## config.mk

```make
export PLATFORM = sky130hd
export DESIGN_NAME = eth_rx_addr_filter
export DESIGN_NICKNAME = d
export VERILOG_FILES = /design/src/rtl/rxaf_pkg.sv /design/src/rtl/rxaf_regs.sv /design/src/rtl/rxaf_cam.sv /design/src/rtl/rxaf_decide.sv /design/src/rtl/eth_rx_addr_filter.sv
export SDC_FILE = /design/constraint.sdc
export NUM_CORES = 2
export LEC_CHECK = 0
export BUFFER_PORTS_ARGS = -buffer_cell sky130_fd_sc_hd__buf_2
export CAP_MARGIN = 20
export CORE_ASPECT_RATIO = 0.75
export CORE_UTILIZATION = 35
export DETAILED_ROUTE_END_ITERATION = 12
export MAX_ROUTING_LAYER = met4
export PLACE_DENSITY = 0.59
export SLEW_MARGIN = 10
export SYNTH_ARGS = -nofsm -noshare
export SYNTH_HDL_FRONTEND = slang
export SYNTH_SLANG_ARGS = --single-unit
```

## constraint.sdc

```tcl
create_clock -name clk -period 10.9 [get_ports clk]
set_input_delay 2.18 -clock clk [delete_from_list [all_inputs] [get_ports clk]]
set_output_delay 2.18 -clock clk [all_outputs]
set_load 0.005 [all_outputs]
```

## src/rtl/rxaf_pkg.sv

```systemverilog
// Shared types for the receive address filter.
// Assumes match-source codes are consumed by neighbours as fixed values.
package rxaf_pkg;

    typedef enum logic [2:0] {
        SRC_NONE  = 3'd0,
        SRC_TABLE = 3'd1,
        SRC_UCAST = 3'd2,
        SRC_MCAST = 3'd3,
        SRC_BCAST = 3'd4
    } rxaf_src_e;

    typedef struct packed {
        logic cmp_en;
        logic bc_all;
        logic mc_all;
        logic uc_all;
    } rxaf_mode_t;

endpackage

```

## src/rtl/rxaf_regs.sv

```systemverilog
// Register file: mode bits, per-entry enables and address table.
// Assumes N_ENTRY <= 32 and that ADDR_W covers offset 0x0C+8*(N_ENTRY-1).
// Reads are combinational; writes land at the clock edge.
module rxaf_regs
    import rxaf_pkg::*;
#(
    parameter int N_ENTRY = 16,
    parameter int ADDR_W  = 8
) (
    input  logic                    clk,
    input  logic                    rst_n,
    input  logic                    reg_wr,
    input  logic [ADDR_W-1:0]       reg_addr,
    input  logic [31:0]             reg_wdata,
    output logic [31:0]             reg_rdata,
    output rxaf_mode_t              mode,
    output logic [N_ENTRY-1:0]      ent_en,
    output logic [N_ENTRY-1:0][47:0] tbl
);
    localparam int IDX_W = (N_ENTRY > 1) ? $clog2(N_ENTRY) : 1;
    localparam int OFS_W = ADDR_W - 3;

    logic [ADDR_W-1:0] off;
    logic              tbl_sel;
    logic              hi_word;
    logic [IDX_W-1:0]  ent_idx;

    // Decode the table window: entry stride 8 bytes, starting at 0x08.
    always_comb begin
        off     = reg_addr - ADDR_W'(8);
        ent_idx = off[3 +: IDX_W];
        hi_word = (off[2] == 1'b0);
        tbl_sel = (reg_addr >= ADDR_W'(8)) && (off[1:0] == 2'b00) &&
                  (32'(off[ADDR_W-1:3]) < 32'(N_ENTRY));
    end

    // Store mode, enables and table words on host writes.
    always_ff @(posedge clk) begin
        if (!rst_n) begin
            mode   <= '0;
            ent_en <= '0;
            tbl    <= '0;
        end else if (reg_wr) begin
            if (reg_addr == ADDR_W'(0)) begin
                mode.uc_all <= reg_wdata[0];
                mode.mc_all <= reg_wdata[1];
                mode.bc_all <= reg_wdata[2];
                mode.cmp_en <= reg_wdata[4];
            end else if (reg_addr == ADDR_W'(4)) begin
                ent_en <= reg_wdata[N_ENTRY-1:0];
            end else if (tbl_sel) begin
                if (hi_word) tbl[ent_idx][47:16] <= reg_wdata[31:0];
                else         tbl[ent_idx][15:0]  <= reg_wdata[31:16];
            end
        end
    end

    // Return the addressed register, zero for unmapped offsets.
    always_comb begin
        reg_rdata = '0;
        if (reg_addr == ADDR_W'(0)) begin
            reg_rdata = {27'd0, mode.cmp_en, 1'b0, mode.bc_all, mode.mc_all, mode.uc_all};
        end else if (reg_addr == ADDR_W'(4)) begin
            reg_rdata[N_ENTRY-1:0] = ent_en;
        end else if (tbl_sel) begin
            if (hi_word) reg_rdata = tbl[ent_idx][47:16];
            else         reg_rdata = {tbl[ent_idx][15:0], 16'd0};
        end
    end

    initial begin
        assert (OFS_W >= IDX_W) else $error("address width too small for table");
    end

endmodule

```

## src/rtl/rxaf_cam.sv

```systemverilog
// Parallel exact-match compare of one address against every table entry.
// Assumes the table and enables are stable registers; output is combinational.
module rxaf_cam #(
    parameter int N_ENTRY = 16
) (
    input  logic                     clk,
    input  logic                     rst_n,
    input  logic [47:0]              da,
    input  logic [N_ENTRY-1:0]       ent_en,
    input  logic [N_ENTRY-1:0][47:0] tbl,
    output logic                     any_hit
);
    logic [N_ENTRY-1:0] hit_vec;

    // One comparator per entry, gated by that entry's enable.
    for (genvar g = 0; g < N_ENTRY; g++) begin : g_cmp
        assign hit_vec[g] = ent_en[g] && (tbl[g] == da);
    end

    // Reduce the per-entry hits to a single flag.
    assign any_hit = |hit_vec;

    AST_HIT_NEEDS_ENABLE: assert property (@(posedge clk) disable iff (!rst_n)
        any_hit |-> (ent_en != '0)) else $error("hit with no enabled entry");

endmodule

```

## src/rtl/rxaf_decide.sv

```systemverilog
// Classifies the address, applies the mode rules in priority order and
// registers the result one cycle after the strobe.
// Assumes any_hit is the combinational table result for the same address.
module rxaf_decide
    import rxaf_pkg::*;
(
    input  logic       clk,
    input  logic       rst_n,
    input  logic       da_valid,
    input  logic [47:0] da,
    input  rxaf_mode_t mode,
    input  logic       any_hit,
    output logic       res_valid,
    output logic       res_accept,
    output logic [2:0] res_src
);
    logic      is_bc, is_mc, is_uc;
    logic      r_tbl, r_bc, r_mc, r_uc;
    rxaf_src_e src_n;

    // Classify the address and evaluate each rule separately.
    always_comb begin
        is_bc = &da;
        is_mc = da[40] && !is_bc;
        is_uc = !da[40];
        r_tbl = mode.cmp_en && any_hit;
        r_bc  = mode.bc_all && is_bc;
        r_mc  = mode.mc_all && is_mc;
        r_uc  = mode.uc_all && is_uc;
    end

    // Pick the reporting rule: table, broadcast, multicast, unicast.
    always_comb begin
        if (r_tbl)     src_n = SRC_TABLE;
        else if (r_bc) src_n = SRC_BCAST;
        else if (r_mc) src_n = SRC_MCAST;
        else if (r_uc) src_n = SRC_UCAST;
        else           src_n = SRC_NONE;
    end

    // Register the decision; outputs are zero outside the result cycle.
    always_ff @(posedge clk) begin
        if (!rst_n) begin
            res_valid  <= 1'b0;
            res_accept <= 1'b0;
            res_src    <= 3'd0;
        end else begin
            res_valid  <= da_valid;
            res_accept <= da_valid && (r_tbl || r_bc || r_mc || r_uc);
            res_src    <= da_valid ? src_n : 3'd0;
        end
    end

    AST_RESULT_FOLLOWS: assert property (@(posedge clk) disable iff (!rst_n)
        da_valid |=> res_valid) else $error("missing result");
    AST_NO_SPURIOUS: assert property (@(posedge clk) disable iff (!rst_n)
        !da_valid |=> !res_valid) else $error("spurious result");
    AST_ACCEPT_CODE: assert property (@(posedge clk) disable iff (!rst_n)
        res_valid |-> (res_accept == (res_src != 3'd0))) else $error("accept/code mismatch");
    AST_BCAST_ONLY: assert property (@(posedge clk) disable iff (!rst_n)
        (res_valid && res_src == 3'd4) |-> $past(&da)) else $error("bcast code on other address");
    AST_MCAST_CLASS: assert property (@(posedge clk) disable iff (!rst_n)
        (res_valid && res_src == 3'd3) |-> ($past(da[40]) && !$past(&da))) else $error("mcast code misclassified");
    AST_UCAST_CLASS: assert property (@(posedge clk) disable iff (!rst_n)
        (res_valid && res_src == 3'd2) |-> !$past(da[40])) else $error("ucast code on group address");
    AST_TABLE_NEEDS_CMP: assert property (@(posedge clk) disable iff (!rst_n)
        (res_valid && res_src == 3'd1) |-> $past(mode.cmp_en)) else $error("table hit while compare off");

endmodule

```

## src/rtl/eth_rx_addr_filter.sv

```systemverilog
// Top of the receive destination-address filter: register file, table
// comparator and decision stage. Assumes a single clock domain and that
// da is held only in the strobe cycle.
module eth_rx_addr_filter
    import rxaf_pkg::*;
#(
    parameter int N_ENTRY = 16,
    parameter int ADDR_W  = 8
) (
    input  logic              clk,
    input  logic              rst_n,
    input  logic              reg_wr,
    input  logic [ADDR_W-1:0] reg_addr,
    input  logic [31:0]       reg_wdata,
    output logic [31:0]       reg_rdata,
    input  logic              da_valid,
    input  logic [47:0]       da,
    output logic              res_valid,
    output logic              res_accept,
    output logic [2:0]        res_src
);
    rxaf_mode_t                mode;
    logic [N_ENTRY-1:0]        ent_en;
    logic [N_ENTRY-1:0][47:0]  tbl;
    logic                      any_hit;

    rxaf_regs #(.N_ENTRY(N_ENTRY), .ADDR_W(ADDR_W)) u_regs (
        .clk(clk), .rst_n(rst_n), .reg_wr(reg_wr), .reg_addr(reg_addr),
        .reg_wdata(reg_wdata), .reg_rdata(reg_rdata),
        .mode(mode), .ent_en(ent_en), .tbl(tbl)
    );

    rxaf_cam #(.N_ENTRY(N_ENTRY)) u_cam (
        .clk(clk), .rst_n(rst_n), .da(da), .ent_en(ent_en), .tbl(tbl),
        .any_hit(any_hit)
    );

    rxaf_decide u_dec (
        .clk(clk), .rst_n(rst_n), .da_valid(da_valid), .da(da),
        .mode(mode), .any_hit(any_hit),
        .res_valid(res_valid), .res_accept(res_accept), .res_src(res_src)
    );

endmodule

```

* Word-level counts from Yosys, hierarchy flattened
Cells that the tools add are included.
Cells by class: add/subtract/negate cells 1, magnitude comparators 4, eq/ne operators 17, muxes and demuxes 18, bitwise operators 4, reduce and logical (&&, ||, !) cells 40
Operator list (number):
- bitwise mux 768 bit | 2
- equality test 48 bit | 16
- two-way mux 768 bit | 1
- demux 48 bit (select 4 bit) | 2
- binary-select mux 48 bit (select 4 bit) | 1
- two-way mux 32 bit | 3
- two-way mux 48 bit | 2
- two-way mux 16 bit | 3
- AND reduction 48 bit | 1
- logical AND 1 bit | 25
- OR reduction 16 bit | 1
- equality test 8 x 3 -> 1 bit (second input constant) | 1
- greater-or-equal comparator 8 x 4 -> 1 bit (second input constant) | 1
- logical NOT 8 bit | 1
- subtractor 8 x 4 -> 8 bit (second input constant) | 1
- two-way mux 3 bit | 2
- less-than comparator 4 x 5 -> 1 bit (second input constant) | 1
- less-than comparator 5 bit (second input constant) | 1
- greater-or-equal comparator 4 x 1 -> 1 bit (second input constant) | 1
- NOT 1 bit | 4
- AND reduction 2 bit | 2
- AND reduction 4 bit | 1
- OR reduction 4 bit | 1
- logical OR 1 bit | 3
- 6 further kinds | 7
Storage, ports and cells: register bits 793, input bits 92, output and inout port bits 37, word-level logic and storage cells 110

* Logic depth before layout (Yosys ltp)
depth after elaboration 8, depth in mapped cells 16, gate-level depth less buffers 9

* Modules after synthesis
Synthesis repeated with hierarchy kept, for this count alone.
Second synthesis, totals: cells, all modules 4637, area, all modules 44521.4 um2
By module, submodules not included:
- rxaf_regs | instances 1, cells each 3428, area each 34904.7 um2, sequential area each 15775.1 um2
- rxaf_cam | instances 1, cells each 1177, area each 9334.0 um2, sequential area each 0.0 um2
- rxaf_decide | instances 1, cells each 32, area each 282.8 um2, sequential area each 100.1 um2

* Worst setup path after synthesis
No wires, ideal clock.
path type input -> output, start point input port reg_addr[3], end point output port reg_rdata[12], arrival time 5.156 ns, required time 8.720 ns, setup slack 3.564 ns, stages on the path 14, path buffers 8, path through buf_2 -> buf_4 -> buf_2 -> buf_2 -> buf_2 -> inv_1 -> ha_1 -> buf_2 -> buf_2 -> clkbuf_1 -> mux4_2 -> nand2_1 -> nand3_1 -> a32o_1
Between the ends: word-level cells in the longest chain between the ends 7, elaborated cells on any way between the ends 13, those cells by class 1 x add/sub; 2 x order compare; 1 x eq/ne; 6 x mux; 3 x reduce/logical
Ends and longest elaborated chain:
- start, declared | RTL line eth_rx_addr_filter.sv:13 | input logic [ADDR_W-1:0] reg_addr,
- subtractor 8 x 4 -> 8 bit | RTL line rxaf_regs.sv:30 | off = reg_addr - ADDR_W'(8);
- binary-select mux 48 bit (select 4 bit) | RTL line rxaf_regs.sv:66 | if (hi_word) reg_rdata = tbl[ent_idx][47:16];
- two-way mux 48 bit (not written as such) | RTL line rxaf_regs.sv:66
- two-way mux 32 bit | RTL line rxaf_regs.sv:66
- two-way mux 32 bit | RTL line rxaf_regs.sv:65 | end else if (tbl_sel) begin
- two-way mux 16 bit | RTL line rxaf_regs.sv:63 | end else if (reg_addr == ADDR_W'(4)) begin
- two-way mux 32 bit (*) | RTL line rxaf_regs.sv:61 | if (reg_addr == ADDR_W'(0)) begin
- end, declared | RTL line eth_rx_addr_filter.sv:15 | output logic [31:0] reg_rdata,
Mark *: on every way between the ends. The rest lies on a longest branch, timed or not. The select of a mux whose other input is x is not followed.

* Worst setup path in the final report
start point input port reg_addr[3], end point output port reg_rdata[5]
The elaborated chain is that of the path after synthesis.

==> metrics.log <==
[metrics] vias in the first global route: just under 40000
[metrics] category of the worst setup path capture point: output pin
[metrics] Power per Cell Area: about 140 mW/mm2
[metrics] share of total power in the clock network: 0.457
[metrics] number of placement rows: 114
[metrics] critical path required time: approximately 8.7 ns
[metrics] data arrival time of the critical path: ~6.5 ns
[metrics] post-synthesis net count: around 5500
[metrics] fraction of final layout cells sized beyond drive strength 1: 0.1159
[metrics] highest cell delay on the worst timing path: 1.07 ns
[metrics] remaining antenna violation count: 0
[metrics] number of distinct standard cells referenced by the synthesized netlist: between 60 and 70
[metrics] relative contribution of sequential cells to total power: 0.424
[metrics] R2R setup slack: 7.23 ns
[metrics] mean area per synthesized cell: about 8.4 um2
[metrics] DRC violations left: 0
[metrics] vias: between 40000 and 50000
[metrics] largest fanout on the critical path: 76
[metrics] measured slew at the worst slew-check pin: about 1.3 ns
[metrics] hold bufs inserted after CTS: 0
[metrics] die height: 313.9 um
[metrics] Post-Syn Area: about 0.045 mm2
[metrics] Critical Path Source Type: primary input
[metrics] routed length per placed instance: roughly 35 um
[metrics] routing layer with the top usage in global route: met1
[metrics] met3 Usage GRT: 0.1465
[metrics] Power Internal: 4882 uW
[metrics] Initial Utilization: 0.3525
[metrics] result of the run: completed
[metrics] Crit Path Category: primary input to output pin
[metrics] TritonCTS clock tree: done
[metrics] unrepaired setup endpoints after global routing: no
[metrics] floorplan die width: roughly 420 um
[metrics] count of buffers inserted at the top-level ports: 128
[metrics] Initial DRT Pass Iterations: 10
[metrics] count of routing violations after the opening detailed-route iteration: 8373
[metrics] clock period minus final worst setup slack: 8.653 ns
[metrics] buffer type at the clock tree root: sky130_fd_sc_hd__clkbuf_16
[metrics] static leakage: around 0.016 uW
[metrics] maximum clock frequency: around 120 MHz
[metrics] net switching power figure: a little under 2000 uW
[metrics] final number of setup-violating endpoints: 0
[metrics] initial antenna violation count: 21
[metrics] Worst Skew: approximately 0.034 ns
[metrics] Async S/R FF share, synth: 0
[metrics] number of setup buffers added after CTS: 0
[metrics] worst hold slack across all endpoints: between 0.4 and 0.5 ns
[metrics] post-detailed-placement half-perimeter wirelength: 167500 um
[metrics] number of synthesized flops with an enable pin: 0
[metrics] most frequent standard cell in the layout excluding fill and tap cells: sky130_fd_sc_hd__nand2_1
[metrics] number of instances in the synthesized netlist: about 5400
[metrics] worst min-delay path category: flop to flop
[metrics] Remaining Overflow, GRT: 0
[metrics] sequential-to-total area share from yosys stat: 0.3497
[metrics] synthesis-to-finish area growth: 9.381%
[metrics] GRT Util Overall: 0.3790
[metrics] cts bufs inserted: 87
[metrics] share of total power in combinational logic: 0.120
[metrics] fillcell total: 13170
[metrics] post-placement setup slack: approximately 2.4 ns
[metrics] top-level I/O count: 129
[metrics] count of instances resized after the clock tree is built: 0
[metrics] Yosys Warn Count: 0
[metrics] number of slew-limit violations in the final report: 0
[metrics] prevailing post-synth register cell: sky130_fd_sc_hd__dfxtp_1
[metrics] number of nets at the end of the flow: ~5300
[metrics] first-pass GRT wire length: between 300000 and 400000 um
[metrics] weighted congestion at the end of routability-driven global placement: around 1.1
[metrics] leading cell types in the layout, fill and taps excluded: sky130_fd_sc_hd__nand2_1, sky130_fd_sc_hd__dfxtp_1, sky130_fd_sc_hd__a21boi_1
[metrics] max-capacitance violation count: 0
[metrics] largest cells by area after synthesis: sky130_fd_sc_hd__dfxtp_1, sky130_fd_sc_hd__nand2_1, sky130_fd_sc_hd__mux4_2
[metrics] sinks on the clock net: between 700 and 800
[metrics] most area-hungry cell type in the Yosys netlist: sky130_fd_sc_hd__dfxtp_1
[metrics] Clock Path Buffers: 3
[metrics] Synth top area share: 0.3497
[metrics] critical-path cell with the highest stage delay: sky130_fd_sc_hd__ha_4
[metrics] max_slew headroom: 0.1333
[metrics] total of flip-flops plus latches after synthesis: 793
[metrics] clock network latency to the later pin of the worst-skew pair: approximately 0.73 ns
[metrics] count of H-tree levels built during CTS: 3
[metrics] Peak VDD IR: ~0.12 mV
[metrics] floorplan die area: 0.1312 mm2
[metrics] ratio of routed vias to standard cells: 6.245
[metrics] M2 GR Usage: 0.4869
[metrics] area of the core: 0.1288 mm2
[metrics] final cycle utilization of the critical path: 0.7939
[metrics] Final Hold Viols: 0
[metrics] clock-pin slew on the worst setup and hold paths: ~0.06 ns
[metrics] setup_tns: 0 ns
[metrics] maximum number of pins on one net before global-route repair: 224
[metrics] aggregate routed wire length: ~250000 um
[metrics] global-route track usage on met1: 0.4982
[metrics] minimum setup slack in the final design: ~2.2 ns
[metrics] switching part of the total power: 0.2889
[metrics] sequence of cells on the critical path: buf_8, inv_1, ha_4, buf_4, mux4_2, nand2_1, nand3_1, a32o_1, buf_2
-- synth_stat cells (29+ instances only) --
master                        n
sky130_fd_sc_hd__a21boi_0   221
sky130_fd_sc_hd__a21boi_1   564
sky130_fd_sc_hd__buf_2      159
sky130_fd_sc_hd__buf_4       77
sky130_fd_sc_hd__clkbuf_1   227
sky130_fd_sc_hd__dfxtp_1    793
sky130_fd_sc_hd__inv_1       59
sky130_fd_sc_hd__mux4_2     192
sky130_fd_sc_hd__nand2_1   1814
sky130_fd_sc_hd__nand3_1     75
sky130_fd_sc_hd__nand4_1    124
sky130_fd_sc_hd__nor2_1      29
sky130_fd_sc_hd__nor2_2      31
sky130_fd_sc_hd__nor4_1     100
sky130_fd_sc_hd__xnor2_1    396
sky130_fd_sc_hd__xor2_1     301
-- final timing paths --
check	end	from	depth (start not counted)
hold reg to reg	u_regs.tbl[84]$_SDFFE_PN0P_	u_regs.tbl[84]$_SDFFE_PN0P_	2
setup reg to reg	u_dec.res_accept$_SDFF_PN0_	u_regs.tbl[30]$_SDFFE_PN0P_	8
hold / removal	u_regs.tbl[84]$_SDFFE_PN0P_	u_regs.tbl[84]$_SDFFE_PN0P_	2
setup / recovery	reg_rdata[5]	reg_addr[3]	9
-- through the flow --
stage	std cells	area (um2)	util	total power (uW)
floorplan	5411	45400	-	3417
global placement	6884	46700	0.3626	3742
detailed placement	6885	46720	0.3627	3740
CTS	7047	49630	0.3853	6817
global route	7060	49660	0.3855	6964
finish	7060	49660	0.3855	6865
-- area by class of cell --
| class | instances | area (um2) | area share |
|---|---|---|---|
| Sequential cell | 793 | 15880 | 0.3197 |
| Tap cell | 1740 | 2177 | 0.04384 |
| Timing Repair Buffer | 216 | 1366 | 0.02751 |
| Clock inverter | 45 | 437.9 | 0.008819 |
| Antenna cell | 13 | 32.53 | 0.0006551 |
| Inverter | 60 | 225.2 | 0.004535 |
| Multi-Input combinational cell | 4076 | 27070 | 0.5452 |
| Clock buffer | 117 | 2472 | 0.04979 |
-- worst max-delay path: cells and delay by family --
kind / cells / cell delay [ns]
mux: 1 / 0.55
buf+inv: 4 / 1.49
compound gates: 1 / 0.53
fa+ha+maj: 1 / 1.07
simple gates: 2 / 0.55
-- flip-flops by register name (all words and copies together) (netlist names) --
register and count:
u_dec.res_accept 1, u_dec.res_src 3, u_dec.res_valid 1, u_regs.ent_en 16, u_regs.mode 4, u_regs.tbl 768
-- power groups by stage --
stage | clock [uW] | sequential, uW | combinational [uW]
CTS | 3140 | 2910 | 769
global route | 3250 | 2910 | 808
global placement | 0 | 2970 | 769
finish | 3140 | 2910 | 821
floorplan | 0 | 2970 | 447
detailed placement | 0 | 2970 | 768
-- per-layer routing --
metal  routed length [um]  vias up
met5                    0        -
met4                17300        0
met3                39020      785
met2                94440     3680
met1                97570    21800
li1                     -    17830
-- cells by family (layout without fill, tap and decap cells) --
family,count (synthesis),after routing,share of synthesized area
other cells,0,13,0
mux,196,196,0.09613
compound gates,934,934,0.1554
simple gates,2244,2244,0.2069
buf+inv,542,438,0.05606
flops,793,793,0.3497
fa+ha+maj,5,5,0.001378
xor+xnor,697,697,0.1345
Note: power is estimated with default switching activity, not from simulation.
